### config.mk
export PLATFORM = sky130hd
export DESIGN_NAME = irq_cause_bank
export DESIGN_NICKNAME = d
export VERILOG_FILES = /design/src/rtl/icb_pkg.sv /design/src/rtl/icb_addr_dec.sv /design/src/rtl/icb_mask_ctrl.sv /design/src/rtl/icb_cause_vec.sv /design/src/rtl/icb_rd_mux.sv /design/src/rtl/irq_cause_bank.sv
export SDC_FILE = /design/constraint.sdc
export NUM_CORES = 1
export LEC_CHECK = 0
export BUFFER_PORTS_ARGS = -buffer_cell sky130_fd_sc_hd__buf_4
export CORE_MARGIN = 5
export CORE_UTILIZATION = 40
export CTS_BUF_LIST = sky130_fd_sc_hd__clkbuf_8
export DETAILED_ROUTE_END_ITERATION = 6
export SYNTH_ARGS = -nofsm -noshare
export SYNTH_HDL_FRONTEND = slang
export SYNTH_HIERARCHICAL = 1
export SYNTH_SLANG_ARGS = --single-unit
### constraint.sdc
create_clock -name clk -period 5.8 [get_ports clk]
set_input_delay 0.29 -clock clk [delete_from_list [all_inputs] [get_ports clk]]
set_output_delay 0.29 -clock clk [all_outputs]
set_load 0.01 [all_outputs]
### src/rtl/icb_pkg.sv
// Package: shared register indices and decoded-select type for the
// interrupt cause bank. Assumes word-aligned registers, index in addr[4:2].
package icb_pkg;

    typedef enum logic [2:0] {
        IDX_CTRL   = 3'd0,
        IDX_CAUSE  = 3'd1,
        IDX_MCAUSE = 3'd2,
        IDX_FORCE  = 3'd3,
        IDX_MASK   = 3'd4,
        IDX_MSET   = 3'd5,
        IDX_MCLR   = 3'd6,
        IDX_SPARE  = 3'd7
    } icb_idx_e;

    typedef struct packed {
        logic ctrl;
        logic cause;
        logic mcause;
        logic force_w;
        logic mask;
        logic mset;
        logic mclr;
    } icb_sel_t;

    localparam int IDX_LSB = 2;
    localparam int IDX_MSB = 4;

endpackage

### src/rtl/icb_addr_dec.sv
// Module: icb_addr_dec
// Turns a byte address into a one-hot register select. Bits [1:0] are
// ignored; any set bit above bit 4 selects nothing. Assumes ADDR_W > 5.
module icb_addr_dec
    import icb_pkg::*;
#(
    parameter int ADDR_W = 8
) (
    input  logic [ADDR_W-1:0] addr,
    output icb_sel_t          sel
);

    localparam int HI_W = ADDR_W - IDX_MSB - 1;

    logic     in_range;
    icb_idx_e idx;

    // Purpose: check that the address falls inside the bank window.
    always_comb in_range = (addr[ADDR_W-1:IDX_MSB+1] == HI_W'(0));

    // Purpose: extract the word index.
    always_comb idx = icb_idx_e'(addr[IDX_MSB:IDX_LSB]);

    // Purpose: one-hot select of the addressed register.
    always_comb begin
        sel = '0;
        if (in_range) begin
            case (idx)
                IDX_CTRL:   sel.ctrl    = 1'b1;
                IDX_CAUSE:  sel.cause   = 1'b1;
                IDX_MCAUSE: sel.mcause  = 1'b1;
                IDX_FORCE:  sel.force_w = 1'b1;
                IDX_MASK:   sel.mask    = 1'b1;
                IDX_MSET:   sel.mset    = 1'b1;
                IDX_MCLR:   sel.mclr    = 1'b1;
                default:    sel         = '0;
            endcase
        end
    end

endmodule

### src/rtl/icb_mask_ctrl.sv
// Module: icb_mask_ctrl
// Holds the per-bit acknowledge control word and the mask. The mask is
// loaded whole, or bit-set / bit-cleared through its aliases. Assumes at
// most one select is active per cycle (guaranteed by the decoder).
module icb_mask_ctrl
    import icb_pkg::*;
#(
    parameter int NUM_SRC = 32
) (
    input  logic               clk,
    input  logic               rst_n,
    input  logic               wr,
    input  icb_sel_t           sel,
    input  logic [NUM_SRC-1:0] wd,
    output logic [NUM_SRC-1:0] ctrl_q,
    output logic [NUM_SRC-1:0] mask_q
);

    // Purpose: control word; 0 = write-one-to-clear, 1 = clear-on-read.
    always_ff @(posedge clk) begin
        if (!rst_n)
            ctrl_q <= '0;
        else if (wr && sel.ctrl)
            ctrl_q <= wd;
    end

    // Purpose: mask register with direct load and set/clear aliases.
    always_ff @(posedge clk) begin
        if (!rst_n)
            mask_q <= '1;
        else if (wr && sel.mask)
            mask_q <= wd;
        else if (wr && sel.mset)
            mask_q <= mask_q | wd;
        else if (wr && sel.mclr)
            mask_q <= mask_q & ~wd;
    end

    a_r8_mask_load: assert property (@(posedge clk) disable iff (!rst_n)
        (wr && sel.mask) |=> (mask_q == $past(wd)));

    a_r8_mask_set: assert property (@(posedge clk) disable iff (!rst_n)
        (wr && sel.mset) |=> ((mask_q & $past(wd)) == $past(wd)));

    a_r8_mask_clr: assert property (@(posedge clk) disable iff (!rst_n)
        (wr && sel.mclr) |=> ((mask_q & $past(wd)) == '0));

endmodule

### src/rtl/icb_cause_vec.sv
// Module: icb_cause_vec
// Cause bits. Each bit is set by its hardware source or by a software force
// write, and cleared by the acknowledge style its control bit selects. A set
// in the same cycle as a clear wins.
module icb_cause_vec
    import icb_pkg::*;
#(
    parameter int NUM_SRC = 32
) (
    input  logic               clk,
    input  logic               rst_n,
    input  logic [NUM_SRC-1:0] src_evt,
    input  logic               wr,
    input  logic               rd,
    input  icb_sel_t           sel,
    input  logic [NUM_SRC-1:0] wd,
    input  logic [NUM_SRC-1:0] ctrl,
    input  logic [NUM_SRC-1:0] mask,
    output logic [NUM_SRC-1:0] cause_q
);

    logic [NUM_SRC-1:0] set_v;
    logic [NUM_SRC-1:0] wclr_v;
    logic [NUM_SRC-1:0] rclr_v;
    logic [NUM_SRC-1:0] clr_v;

    // Purpose: gather set requests from hardware and force writes.
    always_comb set_v = src_evt | ({NUM_SRC{wr & sel.force_w}} & wd);

    // Purpose: write-one-to-clear requests on bits in that style.
    always_comb wclr_v = {NUM_SRC{wr & (sel.cause | sel.mcause)}} & wd & ~ctrl;

    // Purpose: clear-on-read requests; a masked-cause read clears only visible bits.
    always_comb rclr_v = ctrl & ({NUM_SRC{rd & sel.cause}} |
                                 ({NUM_SRC{rd & sel.mcause}} & ~mask));

    // Purpose: merge both clear paths.
    always_comb clr_v = wclr_v | rclr_v;

    for (genvar i = 0; i < NUM_SRC; i++) begin : g_bit
        // Purpose: one cause flop, with set priority over clear.
        always_ff @(posedge clk) begin
            if (!rst_n)
                cause_q[i] <= 1'b0;
            else if (set_v[i])
                cause_q[i] <= 1'b1;
            else if (clr_v[i])
                cause_q[i] <= 1'b0;
        end

        a_r2_evt_sets: assert property (@(posedge clk) disable iff (!rst_n)
            src_evt[i] |=> cause_q[i]);

        a_r4_w1c_clears: assert property (@(posedge clk) disable iff (!rst_n)
            (wr && (sel.cause || sel.mcause) && wd[i] && !ctrl[i] &&
             !src_evt[i]) |=> !cause_q[i]);

        a_r5_cor_clears: assert property (@(posedge clk) disable iff (!rst_n)
            (rd && sel.cause && ctrl[i] && !src_evt[i] &&
             !(wr && sel.force_w && wd[i])) |=> !cause_q[i]);

        a_r6_masked_kept: assert property (@(posedge clk) disable iff (!rst_n)
            (rd && sel.mcause && ctrl[i] && mask[i] && cause_q[i]) |=> cause_q[i]);
    end

endmodule

### src/rtl/icb_rd_mux.sv
// Module: icb_rd_mux
// Registered read-data path. Write-only words, the spare slot and
// out-of-window addresses return zero. Data holds between reads.
module icb_rd_mux
    import icb_pkg::*;
#(
    parameter int NUM_SRC = 32,
    parameter int DATA_W  = 32
) (
    input  logic               clk,
    input  logic               rst_n,
    input  logic               rd,
    input  icb_sel_t           sel,
    input  logic [NUM_SRC-1:0] ctrl,
    input  logic [NUM_SRC-1:0] cause,
    input  logic [NUM_SRC-1:0] mask,
    output logic [DATA_W-1:0]  rdata_q
);

    logic [NUM_SRC-1:0] pick;
    logic [DATA_W-1:0]  word;

    // Purpose: choose the readable register for the selected word.
    always_comb begin
        pick = '0;
        if (sel.ctrl)   pick = ctrl;
        if (sel.cause)  pick = cause;
        if (sel.mcause) pick = cause & ~mask;
        if (sel.mask)   pick = mask;
    end

    // Purpose: zero-extend the picked value to the bus width.
    always_comb begin
        word = '0;
        word[NUM_SRC-1:0] = pick;
    end

    // Purpose: capture read data on a read strobe, hold otherwise.
    always_ff @(posedge clk) begin
        if (!rst_n)
            rdata_q <= '0;
        else if (rd)
            rdata_q <= word;
    end

    a_r10_wo_zero: assert property (@(posedge clk) disable iff (!rst_n)
        (rd && (sel.force_w || sel.mset || sel.mclr)) |=> (rdata_q == '0));

    a_r10_hold: assert property (@(posedge clk) disable iff (!rst_n)
        !rd |=> $stable(rdata_q));

endmodule

### src/rtl/irq_cause_bank.sv
// Module: irq_cause_bank (top)
// Interrupt cause/mask register bank for one interrupt group. It joins the
// decoder, the mask/control registers, the cause vector and the read path,
// and registers the OR of the unmasked causes onto irq_out.
// Assumes NUM_SRC <= DATA_W and ADDR_W > 5.
module irq_cause_bank
    import icb_pkg::*;
#(
    parameter int NUM_SRC = 32,
    parameter int DATA_W  = 32,
    parameter int ADDR_W  = 8
) (
    input  logic               clk,
    input  logic               rst_n,
    input  logic [NUM_SRC-1:0] src_evt,
    input  logic [ADDR_W-1:0]  bus_addr,
    input  logic               bus_wr,
    input  logic [DATA_W-1:0]  bus_wdata,
    input  logic               bus_rd,
    output logic [DATA_W-1:0]  bus_rdata,
    output logic               irq_out
);

    icb_sel_t           sel;
    logic [NUM_SRC-1:0] wd;
    logic [NUM_SRC-1:0] ctrl_q;
    logic [NUM_SRC-1:0] mask_q;
    logic [NUM_SRC-1:0] cause_q;
    logic               irq_q;

    // Purpose: narrow write data to the implemented sources.
    always_comb wd = bus_wdata[NUM_SRC-1:0];

    icb_addr_dec #(.ADDR_W(ADDR_W)) u_dec (
        .addr (bus_addr),
        .sel  (sel)
    );

    icb_mask_ctrl #(.NUM_SRC(NUM_SRC)) u_mask (
        .clk    (clk),
        .rst_n  (rst_n),
        .wr     (bus_wr),
        .sel    (sel),
        .wd     (wd),
        .ctrl_q (ctrl_q),
        .mask_q (mask_q)
    );

    icb_cause_vec #(.NUM_SRC(NUM_SRC)) u_cause (
        .clk     (clk),
        .rst_n   (rst_n),
        .src_evt (src_evt),
        .wr      (bus_wr),
        .rd      (bus_rd),
        .sel     (sel),
        .wd      (wd),
        .ctrl    (ctrl_q),
        .mask    (mask_q),
        .cause_q (cause_q)
    );

    icb_rd_mux #(.NUM_SRC(NUM_SRC), .DATA_W(DATA_W)) u_rd (
        .clk     (clk),
        .rst_n   (rst_n),
        .rd      (bus_rd),
        .sel     (sel),
        .ctrl    (ctrl_q),
        .cause   (cause_q),
        .mask    (mask_q),
        .rdata_q (bus_rdata)
    );

    // Purpose: registered interrupt request from the unmasked causes.
    always_ff @(posedge clk) begin
        if (!rst_n)
            irq_q <= 1'b0;
        else
            irq_q <= |(cause_q & ~mask_q);
    end

    assign irq_out = irq_q;

    a_r9_irq_rise: assert property (@(posedge clk) disable iff (!rst_n)
        (|(cause_q & ~mask_q)) |=> irq_out);

    a_r9_irq_fall: assert property (@(posedge clk) disable iff (!rst_n)
        !(|(cause_q & ~mask_q)) |=> !irq_out);

endmodule

# Word level (Yosys, flattened, before mapping)
# Cells that the tools add are included.
[totals] ff_bits=129 output_inout_bits=33 in_bits=76 elab_cells=180
[op_classes] muxes=79 n_reduce_logical=40 n_eq_ne=6 bitwise_logic=19
[op_table] cell="$and 32x32->32" count=7
[op_table] cell="$mux 32" count=7
[op_table] cell="$or 32x32->32" count=4
[op_table] cell="$not 32->32" count=3
[op_table] cell="$mux 1" count=71
[op_table] cell="$reduce_bool 2->1" count=32
[op_table] cell="$reduce_or 32->1" count=1
[op_table] cell="$eq 3x3->1 const B" count=3
[op_table] cell="$mux 7" count=1
[op_table] cell="$eq 3x2->1 const B" count=2
[op_table] cell="$logic_not 3->1" count=2
[op_table] cell="$and 1x1->1" count=4
[op_table] cell="$logic_and 1x1->1" count=4
[op_table] cell="$eq 3x1->1 const B" count=1
[op_table] cell="$reduce_bool 3->1" count=1
[op_table] cell="$or 1x1->1" count=1

# Depth between registers and ports, before layout
# Gate-level depths: netlist of the first run.
[depth] ltp_word=10 depth_mapped=7 depth_no_buf=5

# Hierarchy
# Netlist of the first run, hierarchy kept.
[by_module_without_submodules] mod="icb_mask_ctrl" area_per_inst_um2=3320.7 seq_area_each_um2=1281.2 cells_per_inst=327 instances=1
[by_module_without_submodules] mod="icb_rd_mux" area_per_inst_um2=2652.5 seq_area_each_um2=640.6 cells_per_inst=289 instances=1
[by_module_without_submodules] mod="icb_cause_vec" area_per_inst_um2=2138.3 seq_area_each_um2=640.6 cells_per_inst=249 instances=1
[by_module_without_submodules] mod="irq_cause_bank" area_per_inst_um2=277.8 seq_area_each_um2=20.0 cells_per_inst=55 instances=1
[by_module_without_submodules] mod="icb_addr_dec" area_per_inst_um2=76.3 seq_area_each_um2=0.0 cells_per_inst=14 instances=1

# Least setup slack after synthesis of the first run
# OpenSTA, ideal clock, no wires.
[synth_timing] path_type="input -> register" startpoint="input bus_addr[5]" endpoint="register u_rd.rdata_q[0]" arrival_ps=1939 required_ps=5712 slack_ps=3773 path_stages=7 n_path_buf=2 setup_ps=88 path_cell_list="or4b_1 nor2_1 or2_1 buf_6 buf_12 a22oi_2 o32ai_2"
[synth_rtl] element="start: declaration" line="irq_cause_bank.sv:16" text="input logic [ADDR_W-1:0] bus_addr,"
[synth_rtl] element="end signal: assignment" line="icb_rd_mux.sv:43" text="rdata_q <= word;"
[synth_rtl] element="end: declaration" line="icb_rd_mux.sv:17" text="output logic [DATA_W-1:0] rdata_q"

==> flow_metrics.tcl, run 1 <==
set metrics [dict create \
    htree_levels 4 \
    synth_xor_area_frac 0 \
    antenna_cells 0 \
    syn_inst 934 \
    yosys.area_share.adder 0 \
    drtIter0Drc 496 \
    cap_violations 0 \
    grt-ovfl-total 0 \
    ir_drop_uv 130 \
    start_util 0.404 \
    fill_cells 2068 \
    leakagePower_nw 4.20 \
    end_kind "flop" \
    track_usage 0.225 \
    port-buffer-count 106 \
    max_slew_margin 0.256 \
    min_period_ps 2960 \
    drt_wl_total_mm 27.6 \
    cts.sinks 129 \
    synth_fp_nets 1010 \
    finalWorstSetupSlack_ps 2840 \
    cts-hold-fix-buffers 0 \
    wl_per_cell_um 21.7 \
    yosysSeqAreaShare 0.305 \
    grt_max_degree 99 \
    die-area_sq_mm 0.0242 \
    ys_top_cells_by_area "dfxtp_1 31%, o32ai_2 5.8%, o2111ai_2 5.3%, nor2b_1 4.8%, a22oi_2 4.4%" \
    rsz0062_at_grt "false" \
    finalNetCount 1059 \
    syn_area_per_cell_sq_um 9.06 \
    skew_ps 9.51 \
    vias 7537 \
    final_layout_size_suffix_gt1_frac 0.278 \
    hold_violations 0 \
    drc_errors 0 \
    pre_cts_ws_ps 2400 \
    tightest_slew_ps 1110 \
    finalCritPeriodShare 0.511 \
    synth_largest_area_cell "dfxtp_1" \
    clock_latency_ps 450 \
    dr.pass1.iters 5 \
    netlist_area_sq_mm 0.00847 \
    ys_seq_elements 129 \
    synth_top_family_by_area "compound AO/OA/AOI/OAI gates" \
    yosys_most_used_dff "dfxtp_1" \
    final_cell_area_sq_mm 0.00975 \
    die_y_um 155 \
    synth_cell_type_count 46 \
    ant_nets 0 \
    rows 53 \
    core_sq_mm 0.0210 \
    syn_to_final_growth_pct 15.1 \
    synthMuxAreaShare 0 \
    yosys.area_share.simple 0.143 \
    cts.path.max_buffers 2 \
    grt_pass1_wl_mm 42.9 \
    cts_setup_buffers 0 \
    cts_root_buffer "clkbuf_8" \
    drv_slew 0 \
    pin_count 109 \
    worst-setup-path-type "in2reg" \
    antenna_found_initial 0 \
    cts_tree "done" \
    gp_congestion 0.769 \
    cp.required_ps 6160 \
    dpl.hpwl_mm 16.3 \
    synth_most_common_cell "dfxtp_1" \
    synth_edf_count 0 \
    ctsResizeCount 0 \
    power-per-cell-area_mw_per_mm2 227 \
    fmax_ghz 0.338 \
    cts_made_buffers 17 \
    synth-compound-area-share 0.443 \
    dp_cells 1239 \
    routed_via_density 5.93 \
    clk_pin_slew_ps 80 \
    critPathArrivalTime_ps 3330 \
    async_flop_share 0 \
    status "complete, no violations" \
    place_area_sq_mm 0.00920 \
    hold_class "in2reg" \
    p_total_mw 2.21 \
    cp-start-kind "primary input" \
    ys_warn_count 6 \
    die_w_um 155 \
    synth_top_cell_area_share 0.305 \
    cp_max_fo 65 \
    fin_cells 1271 \
    grt_pass1_vias 7396 \
    synthTopCellsByCount "129 x dfxtp_1, 100 x inv_1, 65 x nor2b_1" \
    finalSetupViolations 0 \
    setup_tns_ps 0 \
]
[stage by stage]
stage	hold slack, ps	utilization
final	150	0.465
after global routing	135	0.465
after CTS	133	0.465
after detailed placement	515	0.439
after global placement	509	0.439
after floorplan	403	-
[worst paths after layout]
kind	depth (start not counted)	slack, ps	from	end
setup / recovery	8	2840	bus_addr[5]	u_rd/rdata_q[16]
hold / removal	3	150	bus_wdata[25]	flop
setup reg to reg	3	4530	flop	irq_out
hold reg to reg	2	530	u_cause/cause_q[26]	u_cause/cause_q[26]
[routing by layer]
layer	part of all wire	vias to the layer above	global-route usage	wire [um]
li1	-	3608	-	-
met1	0.46	3689	0.297	12600
met2	0.47	217	0.378	13100
met3	0.054	23	0.0431	1500
met4	0.014	0	0.0571	392
met5	0	-	0	0
[placed cells by master (no fill, tap or decap), types with 11 or more instances in the layout]
cell type / n
a21oi_1: 31
o2111ai_2: 30
buf_4: 119
o211ai_1: 32
dfxtp_1: 129
a211oi_1: 32
a21boi_0: 42
a22oi_2: 30
or3b_2: 24
o21ai_1: 11
a31oi_1: 33
nand2b_1: 33
o21ai_0: 53
o32ai_2: 30
inv_1: 99
a21boi_1: 22
nor2b_1: 64
o21a_1: 32
and3_1: 32
o2111a_1: 32
clkbuf_8: 21
o22ai_1: 16
[cells by family after synthesis]
kind of cell / after synthesis
buffers and inverters: 189
flip-flops: 129
AO/OA/AOI/OAI: 435
AND/OR/NAND/NOR: 181
[final cells by class]
type                       instances  area, sq um  area share
tap                              275          344      0.0353
inverter                         100          375      0.0385
clock buffer                      21          289      0.0297
sequential                       129         2580       0.265
multi-input combinational        616         5010       0.514
clock inverter                    11          254      0.0261
timing repair buffer             119          893      0.0917
[power by group]
part / switching (mW) / internal, mW
Combinational: 0.136 / 0.0854
Clock: 0.375 / 0.686
Sequential: 0.0253 / 0.906
Total: 0.536 / 1.68
[worst max-delay path, stage by stage]
cell and delay, ps:
buf_4 110, or4_1 620, nor2_4 120, buf_4 570
nor2b_4 760, buf_4 460, a22oi_2 140, o32ai_2 230
(Power assumes the default switching activity.)
==> run 2, diff against run 1 <==
Clock period 5.8 ns to 2.95 ns, I/O delays scaled along.
==> flow_metrics.tcl, run 2 (synthesis results as in run 1) <==
set metrics [dict create \
    start_util 0.404 \
    cp.required_ps 3310 \
    port-buffer-count 106 \
    gp_congestion 0.833 \
    cts_made_buffers 17 \
    hp-start "bus_wdata[8]" \
    ir_drop_uv 236 \
    cp_max_fo 16 \
    fill_cells 2101 \
    dpl.hpwl_mm 17.7 \
    tightest_slew_ps 1110 \
    core_sq_mm 0.0210 \
    cts_setup_buffers 0 \
    die-area_sq_mm 0.0242 \
    drtIter0Drc 469 \
    p_total_mw 4.16 \
    dr.pass1.iters 5 \
    grt_pass1_vias 7523 \
    max_slew_margin 0.260 \
    drc_errors 0 \
    leakagePower_nw 4.34 \
    rr_worst_depth 3 \
    routed_via_density 5.90 \
    grt_max_degree 65 \
    finalWorstSetupSlack_ps 991 \
    final_cell_mix "131 x buf_4, 129 x dfxtp_1, 99 x inv_1, 64 x nor2b_1, 53 x o21ai_0" \
    rows 53 \
    end_kind "flop" \
    drv_slew 0 \
    grt-ovfl-total 0 \
    min_period_ps 1960 \
    power-per-cell-area_mw_per_mm2 415 \
    reg2reg_slack_ps 1610 \
    cts_tree "done" \
    die_w_um 155 \
    wl_per_cell_um 21.2 \
    die_y_um 155 \
    cp-start-kind "primary input" \
    grt_pass1_wl_mm 42.9 \
    track_usage 0.223 \
    layout.area.seq_sq_mm 0.00258 \
    reg2reg_to "irq_out" \
    ctsResizeCount 0 \
    finalNetCount 1094 \
    drt_wl_total_mm 27.7 \
    vias 7699 \
    cts.path.max_buffers 2 \
    syn_to_final_growth_pct 18.4 \
    min_path_cells 3 \
    pin_count 109 \
    clk_pin_slew_ps 80 \
    hold_class "in2reg" \
    finalCritPeriodShare 0.664 \
    setup_tns_ps 0 \
    cts_root_buffer "clkbuf_8" \
    worst-setup-path-type "in2reg" \
    status "complete, no violations" \
    antenna_cells 0 \
    clock_latency_ps 460 \
    critPathArrivalTime_ps 2320 \
    rsz0062_at_grt "false" \
    htree_levels 4 \
    final_common_cell "buf_4" \
    ant_nets 0 \
    cts.sinks 129 \
    fmax_ghz 0.510 \
    finish.utilization 0.478 \
    antenna_found_initial 0 \
    hold_violations 0 \
    pre_cts_ws_ps 537 \
    final_layout_size_suffix_gt1_frac 0.283 \
    cap_violations 0 \
    multi_input_area_sq_mm 0.00501 \
    finalSetupViolations 0 \
    skew_ps 9.71 \
]
## run 2: cell count changes in the layout (fill, tap and decap cells not counted)
cell	previous run	this run
clkinv_2	2	4
clkinvlp_4	0	1
clkbuf_8	21	22
dlygate4sd3_1	0	21
buf_4	119	131
clkinv_1	2	1
buf_12	0	2
bufinv_16	8	5
## run 2: timing repair
action	in CTS	in global routing
setup endpoints to repair	0	0
endpoints found under the hold margin	21	0
hold buffers	21	0
## run 2: cell type report
| class | instances | share of cell area |
|---|---|---|
| Timing Repair Buffer | 154 | 0.123 |
| Multi-Input combinational cell | 616 | 0.500 |
| Clock buffer | 22 | 0.0302 |
| Inverter | 100 | 0.0374 |
| Tap cell | 275 | 0.0343 |
| Sequential cell | 129 | 0.258 |
| Clock inverter | 10 | 0.0177 |
## run 2: worst max path at each step
stage	start	endpoint	slack, ps
2_1_floorplan	bus_addr[5]	u_rd/rdata_q[0]	1070
3_3_place_gp	bus_addr[5]	u_rd/rdata_q[26]	550
3_5_place_dp	bus_addr[5]	u_rd/rdata_q[25]	540
4_1_cts	bus_addr[5]	u_rd/rdata_q[26]	1020
5_1_grt	bus_addr[5]	u_rd/rdata_q[26]	950
6_report	bus_addr[5]	u_rd/rdata_q[26]	990
## run 2: power by group
part | internal [mW] | switching, mW | leakage, nW
registers | 1.78 | 0.0494 | 1.05
logic | 0.196 | 0.278 | 3.04
clock network | 1.11 | 0.736 | 0.245
## run 2: routing by layer
metal / vias to the layer above / GRT usage / routed length (um)
li1: 3679 / - / -
met1: 3781 / 0.292 / 12600
met2: 209 / 0.382 / 13400
met3: 30 / 0.0356 / 1330
met4: 0 / 0.0600 / 376
met5: - / 0 / 0
## run 2: critical path, cell delays in order
cell and delay [ps]:
buf_4 110, or4_1 620, nor2_4 120, nor2b_4 620, buf_4 330, a22oi_1 110
o32ai_1 240
## run 2: stage by stage
step / hold slack (ps) / instance area, sq um / std cells
after floorplan: 260 / 8470 / 934
after global placement: 467 / 9330 / 1253
after detailed placement: 472 / 9330 / 1253
after CTS: 3.50 / 10000 / 1306
after global routing: 12.9 / 10000 / 1306
final: 24.6 / 10000 / 1306
